==> config.mk <==
export PLATFORM = sky130hd
export DESIGN_NAME = cascade_pic
export DESIGN_NICKNAME = d
export VERILOG_FILES = /design/src/rtl/pic_pkg.sv /design/src/rtl/pic_ctrl.sv /design/src/rtl/pic_dp.sv /design/src/rtl/cascade_pic.sv
export SDC_FILE = /design/constraint.sdc
export NUM_CORES = 1
export LEC_CHECK = 0
export CAP_MARGIN = 20
export CORE_MARGIN = 1.5
export CORE_UTILIZATION = 54
export DETAILED_ROUTE_END_ITERATION = 16
export GPL_TIMING_DRIVEN = 0
export PLACE_DENSITY = 0.82
export SLEW_MARGIN = 0
export SYNTH_ARGS = -nofsm -noshare
export SYNTH_HDL_FRONTEND = slang
export SYNTH_SLANG_ARGS = --single-unit
export TNS_END_PERCENT = 20
==> constraint.sdc <==
create_clock -name clk -period 3.4 [get_ports clk]
set_clock_uncertainty 0.2 [all_clocks]
set_input_delay 1.02 -clock clk [delete_from_list [all_inputs] [get_ports clk]]
set_output_delay 1.02 -clock clk [all_outputs]
set_load 0.01 [all_outputs]
==> src/rtl/pic_pkg.sv <==
package pic_pkg;

  typedef struct packed {
    logic initStart;
    logic loadBase;
    logic loadCasc;
    logic loadMask;
    logic eoi;
    logic ready;
  } picStrobe_t;

  localparam logic [7:0] EOI_CODE = 8'h20;

endpackage

==> src/rtl/pic_ctrl.sv <==
module pic_ctrl
  import pic_pkg::*;
#(
  parameter int DATA_W = 8
) (
  input  logic              clk,
  input  logic              rstN,
  input  logic              busWe,
  input  logic              busAddr,
  input  logic [DATA_W-1:0] busData,
  output picStrobe_t        strobe
);

  typedef enum logic [2:0] {
    ST_IDLE,
    ST_BASE,
    ST_CASC,
    ST_MODE,
    ST_RUN
  } ctlState_t;

  ctlState_t stateQ, stateD;
  logic      needModeQ, needModeD;
  logic      singleQ, singleD;
  logic      isCmd, isData;

  assign isCmd  = busWe && !busAddr;
  assign isData = busWe && busAddr;

  always_comb begin
    strobe    = '0;
    stateD    = stateQ;
    needModeD = needModeQ;
    singleD   = singleQ;
    if (isCmd && busData[4]) begin
      strobe.initStart = 1'b1;
      stateD           = ST_BASE;
      needModeD        = busData[0];
      singleD          = busData[1];
    end else begin
      unique case (stateQ)
        ST_BASE: if (isData) begin
          strobe.loadBase = 1'b1;
          if (!singleQ)       stateD = ST_CASC;
          else if (needModeQ) stateD = ST_MODE;
          else                stateD = ST_RUN;
        end
        ST_CASC: if (isData) begin
          strobe.loadCasc = 1'b1;
          stateD          = needModeQ ? ST_MODE : ST_RUN;
        end
        ST_MODE: if (isData) stateD = ST_RUN;
        ST_RUN: begin
          if (isData) strobe.loadMask = 1'b1;
          if (isCmd && busData == DATA_W'(EOI_CODE)) strobe.eoi = 1'b1;
        end
        default: ;
      endcase
    end
    strobe.ready = (stateQ == ST_RUN);
  end

  always_ff @(posedge clk) begin
    if (!rstN) begin
      stateQ    <= ST_IDLE;
      needModeQ <= 1'b0;
      singleQ   <= 1'b0;
    end else begin
      stateQ    <= stateD;
      needModeQ <= needModeD;
      singleQ   <= singleD;
    end
  end

  AST_CASC_ONLY_CASCADED: assert property (@(posedge clk) disable iff (!rstN)
    (stateQ == ST_CASC) |-> !singleQ);

  AST_RUN_NEEDS_SEQUENCE: assert property (@(posedge clk) disable iff (!rstN)
    ($rose(stateQ == ST_RUN)) |-> ($past(stateQ) != ST_IDLE));

endmodule

==> src/rtl/pic_dp.sv <==
module pic_dp
  import pic_pkg::*;
#(
  parameter int NUM_IN = 8,
  parameter int DATA_W = 8,
  parameter bit MASTER = 1'b1
) (
  input  logic                      clk,
  input  logic                      rstN,
  input  picStrobe_t                strobe,
  input  logic [DATA_W-1:0]         wrData,
  input  logic [NUM_IN-1:0]         irqIn,
  input  logic                      intAck,
  input  logic [$clog2(NUM_IN)-1:0] cascIn,
  input  logic                      cascEnIn,
  output logic                      intOut,
  output logic [$clog2(NUM_IN)-1:0] cascOut,
  output logic                      cascEnOut,
  output logic [DATA_W-1:0]         vecOut,
  output logic                      vecValid
);

  localparam int IDX_W  = $clog2(NUM_IN);
  localparam int BASE_W = DATA_W - IDX_W;

  logic [NUM_IN-1:0] irrQ, isrQ, imrQ, cascQ, irqPrevQ;
  logic [BASE_W-1:0] baseQ;
  logic [NUM_IN-1:0] candV, rise, ackMask, isrAfterEoi;
  logic              candAny, isrAny, reqOk, ackHit, giveVec;
  logic [IDX_W-1:0]  candIdx, isrIdx;

  function automatic logic [IDX_W:0] lowestSet(input logic [NUM_IN-1:0] v);
    logic [IDX_W:0] res;
    res = '0;
    for (int k = NUM_IN - 1; k >= 0; k--) begin
      if (v[k]) res = {1'b1, IDX_W'(k)};
    end
    return res;
  endfunction

  assign candV              = irrQ & ~imrQ;
  assign {candAny, candIdx} = lowestSet(candV);
  assign {isrAny, isrIdx}   = lowestSet(isrQ);
  assign reqOk              = candAny && (!isrAny || candIdx < isrIdx);
  assign intOut             = strobe.ready && reqOk;
  assign rise               = irqIn & ~irqPrevQ;
  assign ackMask            = ackHit ? (NUM_IN'(1) << candIdx) : '0;
  assign isrAfterEoi        = strobe.eoi ? (isrQ & (isrQ - NUM_IN'(1))) : isrQ;

  generate
    if (MASTER) begin : g_master
      logic unusedCascIn;
      assign unusedCascIn = ^{cascIn, cascEnIn};
      assign ackHit       = intAck && intOut;
      assign cascOut      = candIdx;
      assign cascEnOut    = ackHit && cascQ[candIdx];
      assign giveVec      = ackHit && !cascQ[candIdx];
    end else begin : g_slave
      logic unusedCascHi;
      assign unusedCascHi = ^cascQ[NUM_IN-1:IDX_W];
      assign ackHit       = intAck && intOut && cascEnIn && (cascIn == cascQ[IDX_W-1:0]);
      assign cascOut      = '0;
      assign cascEnOut    = 1'b0;
      assign giveVec      = ackHit;
    end
  endgenerate

  always_ff @(posedge clk) begin
    if (!rstN) begin
      irrQ     <= '0;
      isrQ     <= '0;
      imrQ     <= '1;
      cascQ    <= '0;
      baseQ    <= '0;
      irqPrevQ <= '0;
      vecOut   <= '0;
      vecValid <= 1'b0;
    end else begin
      irqPrevQ <= irqIn;
      vecValid <= giveVec;
      if (giveVec) vecOut <= {baseQ, candIdx};
      if (strobe.initStart) begin
        irrQ  <= '0;
        isrQ  <= '0;
        imrQ  <= '0;
        cascQ <= '0;
      end else begin
        irrQ <= (irrQ & ~ackMask) | rise;
        isrQ <= isrAfterEoi | ackMask;
      end
      if (strobe.loadBase) baseQ <= wrData[DATA_W-1:IDX_W];
      if (strobe.loadCasc) cascQ <= wrData[NUM_IN-1:0];
      if (strobe.loadMask) imrQ  <= wrData[NUM_IN-1:0];
    end
  end

  AST_VEC_FROM_BASE: assert property (@(posedge clk) disable iff (!rstN)
    vecValid |-> (vecOut[DATA_W-1:IDX_W] == baseQ));

  AST_VEC_AFTER_ACK: assert property (@(posedge clk) disable iff (!rstN)
    vecValid |-> $past(intAck));

  AST_ACK_SETS_SERVICE: assert property (@(posedge clk) disable iff (!rstN)
    (ackHit && !strobe.initStart) |=> (isrQ != '0));

  AST_EOI_RETIRES_ONE: assert property (@(posedge clk) disable iff (!rstN)
    (strobe.eoi && !ackHit && isrQ != '0) |=>
      ($countones(isrQ) == $countones($past(isrQ)) - 1));

  AST_NO_INT_UNINIT: assert property (@(posedge clk) disable iff (!rstN)
    $past(strobe.initStart) |-> !intOut);

endmodule

==> src/rtl/cascade_pic.sv <==
module cascade_pic
  import pic_pkg::*;
#(
  parameter int NUM_IN = 8,
  parameter int DATA_W = 8,
  parameter bit MASTER = 1'b1
) (
  input  logic                      clk,
  input  logic                      rstN,
  input  logic                      busWe,
  input  logic                      busAddr,
  input  logic [DATA_W-1:0]         busData,
  input  logic [NUM_IN-1:0]         irqIn,
  input  logic                      intAck,
  input  logic [$clog2(NUM_IN)-1:0] cascIn,
  input  logic                      cascEnIn,
  output logic                      intOut,
  output logic [$clog2(NUM_IN)-1:0] cascOut,
  output logic                      cascEnOut,
  output logic [DATA_W-1:0]         vecOut,
  output logic                      vecValid
);

  picStrobe_t strobe;

  pic_ctrl #(.DATA_W(DATA_W)) i_ctrl (
    .clk     (clk),
    .rstN    (rstN),
    .busWe   (busWe),
    .busAddr (busAddr),
    .busData (busData),
    .strobe  (strobe)
  );

  pic_dp #(.NUM_IN(NUM_IN), .DATA_W(DATA_W), .MASTER(MASTER)) i_dp (
    .clk       (clk),
    .rstN      (rstN),
    .strobe    (strobe),
    .wrData    (busData),
    .irqIn     (irqIn),
    .intAck    (intAck),
    .cascIn    (cascIn),
    .cascEnIn  (cascEnIn),
    .intOut    (intOut),
    .cascOut   (cascOut),
    .cascEnOut (cascEnOut),
    .vecOut    (vecOut),
    .vecValid  (vecValid)
  );

endmodule

==> results by group <==
Job
  – Max Cap Violations: 0

Timing
  – Tmin final: 3.61 ns
  – Final setup viols: 3
  – Worst Hold Margin: 0.259 ns
  – Slew @ Worst Pin: 0.795 ns
  – Final worst setup slack: -0.207 ns
  – Hold Vio Cnt, Final: 0
  – Tcrit/Tclk final: 1.06
  – Slew Viols, Final: 0
  – RSZ-0062 raised after global routing: true
  – Max-slew headroom: 0.469
  – Achievable Freq: 0.277 GHz

Die
  – Standard-cell rows: 25
  – Die width: 73.9 um
  – Starting density of the core: 0.568
  – Area of the die: 0.00547 mm^2
  – Die Y: 73.9 um
  – Io pins: 39
  – Total core area: 0.00479 mm^2

Layout
  – Layout cells sized above 1: 0.168
  – Layout fillers: 361
  – Design area: 0.00352 mm^2
  – Nets@finish: 396
  – Most frequent cells in the layout: 53 x dfxtp_1, 46 x nand2_1, 34 x nand3_1
  – Leading cell type in the layout, fill and taps excluded: dfxtp_1
  – Multi-input gate area: 0.00158 mm^2
  – Area added between synthesis and finish: 29.5%
  – Antenna Cells: 0
  – Final core utilization: 0.735
  – Storage element area: 0.00119 mm^2

Setup path
  – CP Launch Type: flop
  – Req. time, crit path: 2.18 ns
  – CP Max Fanout: 5
  – R2R depth: 10
  – CP endpoint kind: output port
  – Setup CP Type: flop to output port
  – WP data arrival: 2.39 ns

GRT
  – Global Route Usage Sum: 0.281
  – Met3 Use GR: 0.0488
  – Initial antenna violation count: 0
  – Largest net degree at the start of global routing: 11
  – First-pass GRT wire length: 11.4 mm
  – Vias in the first global route: 2380
  – Routing usage on met2: 0.474
  – GR Overflow Total: 0
  – Busiest grt layer: met2
  – GR Layer Usage met1: 0.349

Detailed routing
  – Vias per inst: 5.74
  – Drt wl/cell: 16.2 um
  – Iter 0 DRT Violations: 222
  – Total Wirelength: 7.16 mm
  – DR vias: 2531
  – 1st-pass router iterations: 4
  – # DRC: 0
  – Antenna-violating nets left: 0

Worst hold path
  – Worst Hold Class: flop to flop
  – Hold Path Cell Cnt: 2

Power and ir drop
  – Sw Ratio: 0.254
  – Pwr Density: 409 mW/mm^2
  – Share of total power in the clock network: 0.375
  – Leakage Power: 1.26 nW
  – Power Total: 0.00144 W
  – Combinational share of power: 0.118
  – Max IR drop VDD: 0.368 mV
  – Seq pwr share: 0.506
  – Internal power: 0.00107 W
  – P_sw: 0.000365 W

Clocking
  – Worst skew pair latency: 0.34 ns
  – CTS H-tree depth: 3
  – Root Driver: clkbuf_8
  – Hold-fix buffers, CTS: 0
  – CTS Buffer Depth: 2
  – CTS Buf Count: 9
  – Clock Sinks: 59
  – CTS tree: done
  – Clock slew at reported path FFs: 0.06 ns

Logic synthesis
  – Synth top area share: 0.435
  – Yosys Warn Count: 0
  – Ys flop type: dfxtp_1
  – Number of synthesized register bits: 59
  – Synthesized cell area: 0.00272 mm^2
  – Post-synth ARST share: 0
  – Syn Nets: 340
  – Post-Synthesis Cells: 314
  – Library cells used by synthesis: 52
  – Mapped Avg Cell Area: 8.65 um^2
  – Largest area contributor in the netlist: dfxtp_1
  – Top post-synthesis cells by area: dfxtp_1 43%, nand2_1 6.5%, nand3_1 6.3%
  – Post-synth EDFFs: 0
  – Sequential area share after synthesis: 0.435

Placement
  – Placed instance area: 0.00313 mm^2
  – Hpwl dp: 4.75 mm
  – Gpl congestion: 0.936
  – PortBufs: 33

Status
  – Outcome: complete, but fails checks
  – Failing checks: negative setup slack
-- stage by stage --
step | setup TNS, ns | std cells | setup WS [ns]
global route | -0.726 | 441 | -0.265
global placement | -1.40 | 414 | -0.721
CTS | -0.134 | 434 | -0.134
floorplan | 0 | 314 | 0.0848
detailed placement | -1.49 | 414 | -0.771
finish | -0.280 | 441 | -0.207
-- cell families after synthesis --
kind of cell / after synthesis / share of synthesized area
mux: 14 / 0.0520
fa+ha+maj: 1 / 0.00460
flops: 59 / 0.435
simple gates: 152 / 0.291
buf+inv: 21 / 0.0290
compound gates: 67 / 0.188
-- flip-flops by register name, summed over array words and instances (netlist names) --
| signal | cells |
|---|---|
| i_dp.irqPrevQ | 8 |
| i_dp.imrQ | 8 |
| i_dp.vecValid | 1 |
| i_dp.irrQ | 8 |
| i_ctrl.needModeQ | 1 |
| i_ctrl.singleQ | 1 |
| i_dp.vecOut | 8 |
| i_dp.isrQ | 8 |
| i_dp.baseQ | 5 |
| i_dp.cascQ | 8 |
| i_ctrl.stateQ | 3 |
-- routing by layer --
layer  vias to the layer above  wire [um]
met5                         -          0
met4                         0        149
met3                        15        383
met2                        73       3530
met1                      1211       3100
li1                       1232          -
-- timing repair --
action	in CTS	in global routing
endpoints found under the setup margin	4	6
gates resized for setup	23	14
setup buffers	5	7
pin swaps	4	6
-- power groups by stage --
stage	Combinational [W]	Clock (W)	Sequential, W
floorplan	0.0000844	0	0.000736
global placement	0.000138	0	0.000739
detailed placement	0.000139	0	0.000740
CTS	0.000155	0.000539	0.000728
global route	0.000185	0.000575	0.000731
finish	0.000170	0.000540	0.000728
-- synthesized netlist by cell type (all sizes together) (9+ instances only) --
cell type,instances
dfxtp,59
nand2,47
nand3,35
nor2,18
a21boi,15
mux2i,13
o21ai,13
a21oi,12
and2,12
clkbuf,12
nand2b,9
nor2b,9
-- worst paths after layout --
| path | from | end | slack (ns) |
|---|---|---|---|
| hold reg to reg | i_dp.baseQ[0]$_SDFFE_PN0P_ | i_dp.vecOut[3]$_SDFFE_PN0P_ | 0.26 |
| hold / removal | i_dp.baseQ[0]$_SDFFE_PN0P_ | i_dp.vecOut[3]$_SDFFE_PN0P_ | 0.26 |
| setup reg to reg | i_dp.imrQ[6]$_SDFFE_PN1P_ | i_dp.irrQ[6]$_SDFF_PP0_ | 0.58 |
| setup / recovery | i_dp.imrQ[6]$_SDFFE_PN1P_ | cascEnOut | -0.21 |
-- cell type report --
type | count | share of cell area
timing repair buffer | 45 | 0.118
inverter | 8 | 0.0114
multi-input combinational | 234 | 0.448
buffer | 13 | 0.0149
clock buffer | 12 | 0.0413
clock inverter | 3 | 0.00427
tap | 67 | 0.0238
sequential | 59 | 0.339
-- critical path: stages, from the launching register on --
cell,delay [ns]
dfxtp_2,0.35
nand2b_4,0.13
o2111a_1,0.22
nand2b_4,0.17
inv_8,0.05
ha_4,0.16
a221oi_4,0.26
nand2_2,0.13
a41oi_4,0.24
and4_1,0.21
buf_2,0.13
Note: power is estimated with default switching activity, not from simulation.
